File: config.mk
export PLATFORM = sky130hd
export DESIGN_NAME = host_bus_port
export DESIGN_NICKNAME = d
export VERILOG_FILES = /design/src/rtl/hbp_pkg.sv /design/src/rtl/hbp_sync.sv /design/src/rtl/hbp_mode_ctl.sv /design/src/rtl/hbp_access.sv /design/src/rtl/hbp_regfile.sv /design/src/rtl/host_bus_port.sv
export SDC_FILE = /design/constraint.sdc
export NUM_CORES = 1
export LEC_CHECK = 0
export ABC_AREA = 1
export BUFFER_PORTS_ARGS = -buffer_cell sky130_fd_sc_hd__buf_2
export CAP_MARGIN = 10
export CORE_ASPECT_RATIO = 0.6
export CORE_MARGIN = 1.5
export CORE_UTILIZATION = 45
export CTS_CLUSTER_DIAMETER = 50
export CTS_CLUSTER_SIZE = 25
export DETAILED_ROUTE_END_ITERATION = 16
export GPL_TIMING_DRIVEN = 0
export PLACE_DENSITY_LB_ADDON = 0.25
export SLEW_MARGIN = 10
export SYNTH_ARGS = -nofsm -noshare
export SYNTH_HDL_FRONTEND = slang
export SYNTH_SLANG_ARGS = --single-unit
export TNS_END_PERCENT = 5
File: constraint.sdc
create_clock -name clk -period 3.9 [get_ports clk]
set_input_delay 0.39 -clock clk [delete_from_list [all_inputs] [get_ports clk]]
set_output_delay 0.39 -clock clk [all_outputs]
set_load 0.005 [all_outputs]
File: src/rtl/hbp_pkg.sv
package hbp_pkg;
  typedef enum logic [1:0] {
    BM_MOTO  = 2'b00,
    BM_INTEL = 2'b01,
    BM_MUX   = 2'b10
  } bus_mode_e;
endpackage

File: src/rtl/hbp_sync.sv
module hbp_sync #(
  parameter int          W       = 1,
  parameter logic        RST_VAL = 1'b0
) (
  input  logic         clk,
  input  logic         rst_n,
  input  logic [W-1:0] d,
  output logic [W-1:0] q
);
  logic [W-1:0] stage1;

  always_ff @(posedge clk or negedge rst_n) begin
    if (!rst_n) begin
      stage1 <= {W{RST_VAL}};
      q      <= {W{RST_VAL}};
    end else begin
      stage1 <= d;
      q      <= stage1;
    end
  end
endmodule

File: src/rtl/hbp_mode_ctl.sv
module hbp_mode_ctl
  import hbp_pkg::*;
#(
  parameter int SETTLE_CYCLES = 3
) (
  input  logic      clk,
  input  logic      rst_n,
  input  logic      ale_s,
  output bus_mode_e mode,
  output logic      settled
);
  localparam int CNT_W = $clog2(SETTLE_CYCLES + 1);

  logic [CNT_W-1:0] settle_cnt;
  logic             ale_prev;
  logic             locked;

  always_ff @(posedge clk or negedge rst_n) begin
    if (!rst_n) begin
      settle_cnt <= '0;
      ale_prev   <= 1'b0;
      locked     <= 1'b0;
    end else begin
      ale_prev <= ale_s;
      if (!settled) settle_cnt <= settle_cnt + 1'b1;
      if (settled && (ale_s != ale_prev)) locked <= 1'b1;
    end
  end

  assign settled = (settle_cnt == CNT_W'(SETTLE_CYCLES));

  always_comb begin
    if (locked)     mode = BM_MUX;
    else if (ale_s) mode = BM_MOTO;
    else            mode = BM_INTEL;
  end

  a_r5_lock_sticky: assert property (@(posedge clk) disable iff (!rst_n)
    locked |=> locked);

  a_r4_lock_gives_mux: assert property (@(posedge clk) disable iff (!rst_n)
    locked |-> (mode == BM_MUX));

  a_r11_no_early_lock: assert property (@(posedge clk) disable iff (!rst_n)
    !settled |-> !locked);
endmodule

File: src/rtl/hbp_access.sv
module hbp_access
  import hbp_pkg::*;
#(
  parameter int ADDR_W = 7,
  parameter int DATA_W = 8
) (
  input  logic              clk,
  input  logic              rst_n,
  input  bus_mode_e         mode,
  input  logic              settled,
  input  logic              cs_n_s,
  input  logic              wrn_rnw_s,
  input  logic              rdn_dsn_s,
  input  logic              ale_s,
  input  logic [ADDR_W-1:0] addr_s,
  input  logic [DATA_W-1:0] ad_s,
  input  logic [DATA_W-1:0] rd_data,
  output logic              wr_en,
  output logic [ADDR_W-1:0] wr_addr,
  output logic [DATA_W-1:0] wr_data,
  output logic [ADDR_W-1:0] rd_addr,
  output logic [DATA_W-1:0] ad_out,
  output logic              ad_oe
);
  logic              sel;
  logic              rd_act;
  logic              wr_act;
  logic              wr_act_q;
  logic [ADDR_W-1:0] mux_addr;
  logic [ADDR_W-1:0] cur_addr;

  always_comb begin
    sel = settled && !cs_n_s;
    if (mode == BM_MOTO) begin
      rd_act = sel && !rdn_dsn_s &&  wrn_rnw_s;
      wr_act = sel && !rdn_dsn_s && !wrn_rnw_s;
    end else begin
      wr_act = sel && !wrn_rnw_s;
      rd_act = sel && !rdn_dsn_s && wrn_rnw_s;
    end
    cur_addr = (mode == BM_MUX) ? mux_addr : addr_s;
  end

  always_ff @(posedge clk or negedge rst_n) begin
    if (!rst_n) begin
      mux_addr <= '0;
      wr_act_q <= 1'b0;
      wr_addr  <= '0;
      wr_data  <= '0;
      ad_oe    <= 1'b0;
      ad_out   <= '0;
    end else begin
      if (ale_s) mux_addr <= ad_s[ADDR_W-1:0];
      wr_act_q <= wr_act;
      if (wr_act) begin
        wr_addr <= cur_addr;
        wr_data <= ad_s;
      end
      ad_oe  <= rd_act;
      ad_out <= rd_act ? rd_data : '0;
    end
  end

  assign rd_addr = cur_addr;
  assign wr_en   = wr_act_q && !wr_act;

  a_r7_single_commit: assert property (@(posedge clk) disable iff (!rst_n)
    wr_en |=> !wr_en);

  a_r9_cs_gates_oe: assert property (@(posedge clk) disable iff (!rst_n)
    $past(cs_n_s) |-> !ad_oe);

  a_r8_oe_drops: assert property (@(posedge clk) disable iff (!rst_n)
    (ad_oe && rdn_dsn_s) |=> !ad_oe);
endmodule

File: src/rtl/hbp_regfile.sv
module hbp_regfile #(
  parameter int          ADDR_W      = 7,
  parameter int          DATA_W      = 8,
  parameter int          REG_COUNT   = 16,
  parameter int          STATUS_ADDR = 5,
  parameter logic [7:0]  STATUS_VAL  = 8'h52
) (
  input  logic              clk,
  input  logic              rst_n,
  input  logic              wr_en,
  input  logic [ADDR_W-1:0] wr_addr,
  input  logic [DATA_W-1:0] wr_data,
  input  logic [ADDR_W-1:0] rd_addr,
  output logic [DATA_W-1:0] rd_data
);
  localparam int IDX_W = (REG_COUNT > 1) ? $clog2(REG_COUNT) : 1;

  logic [DATA_W-1:0] word [REG_COUNT];
  logic              wr_hit;

  assign wr_hit = wr_en && (int'(wr_addr) < REG_COUNT) && (int'(wr_addr) != STATUS_ADDR);

  always_ff @(posedge clk or negedge rst_n) begin
    if (!rst_n) begin
      for (int i = 0; i < REG_COUNT; i++) word[i] <= '0;
    end else if (wr_hit) begin
      word[wr_addr[IDX_W-1:0]] <= wr_data;
    end
  end

  always_comb begin
    rd_data = '0;
    if (int'(rd_addr) == STATUS_ADDR)   rd_data = DATA_W'(STATUS_VAL);
    else if (int'(rd_addr) < REG_COUNT) rd_data = word[rd_addr[IDX_W-1:0]];
  end
endmodule

File: src/rtl/host_bus_port.sv
module host_bus_port
  import hbp_pkg::*;
#(
  parameter int         ADDR_W      = 7,
  parameter int         DATA_W      = 8,
  parameter int         REG_COUNT   = 16,
  parameter int         STATUS_ADDR = 5,
  parameter logic [7:0] STATUS_VAL  = 8'h52
) (
  input  logic              clk,
  input  logic              rst_n,
  input  logic              ale,
  input  logic              cs_n,
  input  logic              wrn_rnw,
  input  logic              rdn_dsn,
  input  logic [ADDR_W-1:0] addr,
  input  logic [DATA_W-1:0] ad_in,
  output logic [DATA_W-1:0] ad_out,
  output logic              ad_oe,
  output logic [1:0]        bus_mode
);
  localparam int PATH_W = ADDR_W + DATA_W;

  logic [2:0]        ctl_s;
  logic              ale_s;
  logic [PATH_W-1:0] path_s;
  bus_mode_e         mode;
  logic              settled;
  logic              wr_en;
  logic [ADDR_W-1:0] wr_addr;
  logic [DATA_W-1:0] wr_data;
  logic [ADDR_W-1:0] rd_addr;
  logic [DATA_W-1:0] rd_data;

  hbp_sync #(.W(3), .RST_VAL(1'b1)) u_ctl_sync (
    .clk(clk), .rst_n(rst_n), .d({cs_n, wrn_rnw, rdn_dsn}), .q(ctl_s));

  hbp_sync #(.W(1), .RST_VAL(1'b0)) u_ale_sync (
    .clk(clk), .rst_n(rst_n), .d(ale), .q(ale_s));

  hbp_sync #(.W(PATH_W), .RST_VAL(1'b0)) u_path_dly (
    .clk(clk), .rst_n(rst_n), .d({addr, ad_in}), .q(path_s));

  hbp_mode_ctl u_mode (
    .clk(clk), .rst_n(rst_n), .ale_s(ale_s), .mode(mode), .settled(settled));

  hbp_access #(.ADDR_W(ADDR_W), .DATA_W(DATA_W)) u_access (
    .clk(clk), .rst_n(rst_n), .mode(mode), .settled(settled),
    .cs_n_s(ctl_s[2]), .wrn_rnw_s(ctl_s[1]), .rdn_dsn_s(ctl_s[0]),
    .ale_s(ale_s), .addr_s(path_s[PATH_W-1:DATA_W]), .ad_s(path_s[DATA_W-1:0]),
    .rd_data(rd_data), .wr_en(wr_en), .wr_addr(wr_addr), .wr_data(wr_data),
    .rd_addr(rd_addr), .ad_out(ad_out), .ad_oe(ad_oe));

  hbp_regfile #(.ADDR_W(ADDR_W), .DATA_W(DATA_W), .REG_COUNT(REG_COUNT),
                .STATUS_ADDR(STATUS_ADDR), .STATUS_VAL(STATUS_VAL)) u_regs (
    .clk(clk), .rst_n(rst_n), .wr_en(wr_en), .wr_addr(wr_addr),
    .wr_data(wr_data), .rd_addr(rd_addr), .rd_data(rd_data));

  assign bus_mode = mode;

  a_r1_quiet_in_reset: assert property (@(posedge clk)
    !rst_n |=> (!ad_oe || !rst_n));
endmodule

; After elaboration in Yosys (flattened, before gate mapping)
; Cells that the tools add are included.
[word_totals]
register_bits = 202
out_inout_bits = 11
[op_classes]
n_reduce_logical = 15
order_cmp = 5
n_eq_ne = 5
add_sub_neg = 1
n_bitwise = 2
mux = 13
[ops]
columns = op, n
row1 = 128-bit bitwise mux, 1
row2 = 8-bit two-way mux, 6
row3 = 8-bit binary-select mux with 4-bit select, 1
row4 = 8-bit demux with 4-bit select, 1
row5 = 7-bit by 5-bit < comparator with 1-bit output (second input constant), 2
row6 = 5-bit >= comparator (second input constant), 2
row7 = 1-bit logical AND, 10
row8 = 4-bit NOT with 5-bit output, 2
row9 = 7-bit by 4-bit equality test with 1-bit output (second input constant), 1
row10 = 7-bit two-way mux, 1
row11 = 7-bit by 4-bit inequality test with 1-bit output (second input constant), 1
row12 = 5-bit by 1-bit < comparator with 1-bit output (second input constant), 1
row13 = 2-bit equality test (second input constant), 2
row14 = 1-bit zero test, 4
row15 = 2-bit by 1-bit adder with 2-bit output (second input constant), 1
row16 = 2-bit zero test, 1
row17 = 1-bit two-way mux, 2
row18 = 2-bit two-way mux, 1
row19 = 1-bit inequality test, 1

; Depth between registers and ports, before layout
[logic_depth]
depth_word = 11
depth_mapped = 12

; By module
; From an unflattened synthesis, not the netlist that was laid out.
[hier_totals]
cells_unflattened = 1027
area_unflattened_um2 = 8531.9
[modules_own_cells]
columns = module, instances, seq_area_each_um2, area_each_um2, cells_each
row1 = hbp_regfile, 1, 3128.0, 6068.3, 829
row2 = hbp_access, 1, 800.8, 1320.0, 141
row3 = hbp_sync at u_path_dly, 1, 750.7, 750.7, 30
row4 = hbp_mode_ctl, 1, 100.1, 185.2, 19
row5 = hbp_sync at u_ctl_sync, 1, 157.7, 157.7, 6
row6 = hbp_sync at u_ale_sync, 1, 50.0, 50.0, 2

; Least setup slack after synthesis
; No wires, ideal clock.
[synth_timing]
path_kind = register to register
start = register u_mode.settle_cnt[0]
end = register u_regs.word[62] (netlist bit)
path_buffers = 1
arrival_ns = 1.602
period_less_slack_ns = 1.733
stages_incl_launch_ff = 11
required_ns = 3.769
path_slack_ns = 2.167
path_cell_list = dfrtp_1 ha_1 nand2_1 nor2_1 nand2_4 nand4_4 nor2_4 nand2_2 buf_6 nand2_1 o21ai_2
[synth_between]
elab_chain_len = 9
elab_cells_between_ends = 10
classes_between = eq/ne (1) / mux (1) / reduce/logical (8)
[synth_rtl]
columns = item, line_no
row1 = from (decl), hbp_mode_ctl.sv:14  ; logic [CNT_W-1:0] settle_cnt;
row2 = from (signal assigned), hbp_mode_ctl.sv:25  ; if (!settled) settle_cnt <= settle_cnt + 1'b1;
row3 = 2-bit equality test *, hbp_mode_ctl.sv:30  ; assign settled = (settle_cnt == CNT_W'(SETTLE_CYCLES));
row4 = 1-bit logical AND *, hbp_access.sv:33  ; sel = settled && !cs_n_s;
row5 = 1-bit logical AND (2 in a row), hbp_access.sv:36  ; wr_act = sel && !rdn_dsn_s && !wrn_rnw_s;
row6 = 1-bit two-way mux *, hbp_access.sv:34  ; if (mode == BM_MOTO) begin
row7 = 1-bit zero test *, hbp_access.sv:65  ; assign wr_en = wr_act_q && !wr_act;
row8 = 1-bit logical AND *, hbp_access.sv:65
row9 = 1-bit logical AND * (2 in a row), hbp_regfile.sv:21  ; assign wr_hit = wr_en && (int'(wr_addr) < REG_COUNT) && (int'(wr_addr) != STATUS_ADDR);
row10 = "to (signal, indexed assignment)", hbp_regfile.sv:27  ; word[wr_addr[IDX_W-1:0]] <= wr_data;
row11 = to (decl), hbp_regfile.sv:18  ; logic [DATA_W-1:0] word [REG_COUNT];
; Every way passes the cells marked *; elsewhere a longest branch is shown, timed or not.
; A chain may end at the register's enable or synchronous reset.

; Worst setup path after layout
[layout_timing]
start = register u_mode.settle_cnt[0]
end = register u_access.ad_out[7]
[layout_between]
elab_chain_len = 5
[layout_rtl]
columns = item, line_no
row1 = 2-bit equality test, hbp_mode_ctl.sv:30
row2 = 1-bit logical AND, hbp_access.sv:33
row3 = 1-bit logical AND (2 in a row), "hbp_access.sv:35, hbp_access.sv:39"
row4 = via u_access.rd_act, hbp_access.sv:26  ; logic rd_act;
row5 = 8-bit two-way mux, hbp_access.sv:60  ; ad_out <= rd_act ? rd_data : '0;
row6 = to (signal assigned), hbp_access.sv:60
row7 = to (decl), hbp_access.sv:22  ; output logic [DATA_W-1:0] ad_out,
; The timed path passes the listed nets, and every way through them passes these cells.

==> reports/results.txt <==
The flow ran to the end, but the final reports show violations. The checks that failed: DRC. For the flip-flop and latch area, the log shows 5010 um2. From synthesis to final layout, the design area changed by 12.7%. Synthesis produced 905 cells. The first global-routing pass estimated 36,200 um of wire. The largest fanout of any net on the critical path was 5.

The logs give 1 for the remaining design rule violation count and 0 for the initial antenna violation count. Leaving out fill and tap cells, the most frequent cell in the layout is sky130_fd_sc_hd__nand2_1. The number of nets at the end of the flow was 979; the average routed wire per standard cell was 18.8 um. Once layout is complete, the utilization of the core stands at 52.4%. On the final layout, the worst clock skew is 0.0104 ns. The synthesized netlist occupies a cell area of 8490 um2.

The most used flip-flop cell after synthesis is sky130_fd_sc_hd__dfrtp_1. For the routed wire length, the log shows 22,800 um. The die extent in x works out to 180 um. In the layout the commonest cells are sky130_fd_sc_hd__nand2_1 (287), sky130_fd_sc_hd__dfrtp_1 (194), sky130_fd_sc_hd__o21ai_1 (96).

Across the run, the number of max-cap violations was 0. Across every metal layer, demand over resource in global routing totals 25.0%. The required time of the critical path was 4.25 ns. The repair_antennas step left the layout with diodes totalling 0.

The clock tree synthesis step divided the H-tree into 4 levels. Synthesis inferred 200 register bits. Setup repair after global routing left no endpoint under its margin.

The number of nets with antenna violations after routing is 0, and the number of synthesis warnings is 0. After global routing the overflow that remains totals 0. The run gives 2 as the number of buffers between clock root and the deepest sink.

The maximum number of pins on one net before global-route repair came out at 112. The die outline area was 19,700 um2. The logs give 1.51 ns for the least setup slack across all paths after layout and 46.5% for the starting density of the core. By startpoint and endpoint, the worst setup path is classified as reg -> reg. The tree built by TritonCTS fans out to 200 sinks.

Counting every net in the synthesized netlist gives 927. The tools report the clock tree root driver cell as sky130_fd_sc_hd__clkbuf_16. Fill cells in the final layout number 1,715. The count of flip-flops with a built-in enable after synthesis was 0; the clock insertion delay at the later pin of the skew report was 0.44 ns. The run gives 0 as the number of hold violations in the final report. Dividing total power by cell area gives a power density of 482 nW/um2.

The proportion of layout cells with a drive suffix above 1 came out at 17.9%. During placement, the flow inserted port buffers numbering 31. The first routing iteration left 746 violations. The y dimension of the die is 109 um.

Path type of the worst min-delay path: in -> reg. Overall power consumption after layout is estimated at 4.61 mW. The logs give 0.000304 V for the worst IR drop on VDD and 1.56 ns for the post-place setup slack. The async set-or-reset flop fraction in the synthesized netlist was 100%. The total core area was 18,300 um2; the routability congestion estimate from global placement was 0.924.

The top-level I/O count came out at 32. The number of search-and-repair iterations in the first detailed-routing pass is 11, and the count of instances resized after the clock tree is built is 0. After legalization and detailed placement, the total HPWL measured 16,100 um. The tools report the number of buffers inserted by hold repair at cts as 1. Based on the critical path, the design can be clocked at up to 418 MHz. Setup violations remaining at the end of the flow were counted as 0. For the worst setup path, the data arrival time is 2.75 ns.

STA classifies the critical path startpoint as a flop. STA classifies the critical path endpoint as a flop. In this run the tightest slew margin relative to its limit is 43.6%. Using the TritonRoute via totals, the vias-per-cell ratio works out to 5.39. TritonCTS built the clock tree.

Number of buffers added by the clock tree synthesis step: 17. For the pin with the worst max-slew slack, the measured transition is 0.846 ns. Detailed routing inserted a total of 6,519 vias.

The number of global-route vias before repair is 6,069, and the minimum period implied by the final worst setup slack is 2.39 ns. The average cell area after synthesis works out to 9.38 um2. The final critical path takes up 61.4% of the cycle. The buffers inserted during post-CTS setup optimization is 0. The max-slew violation count came out at 0. The number of library cell types mapped by synthesis came out at 37. Summed over all cells, the static leakage comes to 4.42 nW. The run gives 38 as the row count. The clock-pin transition on the worst setup and hold timing paths is 0.08 ns, and the post-synthesis sequential area ratio is 59.0%.

The total area of multi-input combinational cells is 2950 um2. Across all hold checks on the routed design, the worst slack comes to 0.0387 ns.
[cell usage after synthesis (all sizes together) (2+ instances only)]
library cell / n / area [um2]
or2: 4 / 25.0
nand2: 309 / 1230
buf: 36 / 315
a21oi: 13 / 65.1
dfrtp: 194 / 4850
o21ai: 155 / 892
dfstp: 6 / 158
inv: 37 / 141
nand3: 75 / 380
o211ai: 5 / 37.5
clkbuf: 18 / 67.6
nor3: 2 / 15.0
nor2: 42 / 211
[report_power, final]
part	leakage, nW	switching (mW)	total (mW)	internal (mW)
sequential	2.63	0.0732	2.28	2.21
combinational	1.50	0.408	0.576	0.168
clock	0.284	0.834	1.75	0.919
total	4.42	1.32	4.61	3.30
[cells by family after synthesis]
kind of cell | count (synthesis) | share of synthesized area, %
DFF | 200 | 59.0
xor gates and xnor gates | 1 | 0.103
buffers and inverters | 91 | 6.17
AOI/OAI and AO/OA | 175 | 11.9
muxes | 2 | 0.251
adders and majority gates | 1 | 0.147
and+or+nand+nor | 435 | 22.4
[worst paths after layout]
| kind | start | end | slack [ns] | cells past startpoint |
|---|---|---|---|---|
| max reg2reg | u_mode.settle_cnt[0] | u_access.ad_out[7] | 1.51 | 7 |
| min reg2reg | u_path_dly.stage1[6] | u_path_dly.q[6] | 0.34 | 0 |
| max in group asynchronous | rst_n | u_regs.word[20] | 2.36 | 3 |
| min in group asynchronous | rst_n | u_access.ad_oe | 0.55 | 2 |
| max | u_mode.settle_cnt[0] | u_access.ad_out[7] | 1.51 | 7 |
| min | cs_n | u_ctl_sync.stage1[2] | 0.04 | 1 |
[metal layers]
| layer | track usage (%) | vias up | part of all wire, % |
|---|---|---|---|
| li1 | - | 3057 | - |
| met1 | 39.4 | 3145 | 49 |
| met2 | 30.6 | 289 | 36 |
| met3 | 9.80 | 28 | 13 |
| met4 | 6.96 | 0 | 1.4 |
| met5 | 0 | - | 0 |
[flip-flops by register name (all words and copies together), names as in the netlist]
register,flops
u_access.ad_oe,1
u_access.ad_out,8
u_access.mux_addr,7
u_access.wr_act_q,1
u_access.wr_addr,7
u_access.wr_data,8
u_ale_sync.q,1
u_ale_sync.stage1,1
u_ctl_sync.q,3
u_ctl_sync.stage1,3
u_mode.ale_prev,1
u_mode.locked,1
u_mode.settle_cnt,2
u_path_dly.q,15
u_path_dly.stage1,15
u_regs.word,126
[metrics by stage]
stage | setup TNS, ns | cell area [um2] | instances
6_report | 0 | 9570 | 1210
5_1_grt | 0 | 9570 | 1210
4_1_cts | 0 | 9570 | 1210
3_5_place_dp | 0 | 8980 | 1177
3_3_place_gp | -175.10 | 8950 | 1176
2_1_floorplan | 0 | 8490 | 905
[area by class of cell]
cell class | instances | area share (%)
Buffer | 54 | 4.00
Clock buffer | 19 | 4.63
Clock inverter | 13 | 1.40
Inverter | 37 | 1.48
Multi-Input combinational cell | 614 | 30.9
Sequential cell | 200 | 52.4
Tap cell | 240 | 3.14
Timing Repair Buffer | 33 | 2.12
[critical path, cell delays in order, from the launching register on]
cell                      delay (ns)
sky130_fd_sc_hd__dfrtp_1        0.37
sky130_fd_sc_hd__ha_1           0.25
sky130_fd_sc_hd__nand2_1        0.09
sky130_fd_sc_hd__nor3b_1        0.47
sky130_fd_sc_hd__nand3_1        0.42
sky130_fd_sc_hd__nor2_2         0.39
sky130_fd_sc_hd__nand2_1        0.11
sky130_fd_sc_hd__nor3_2         0.21
No activity file was read; power rests on OpenSTA's default activity.
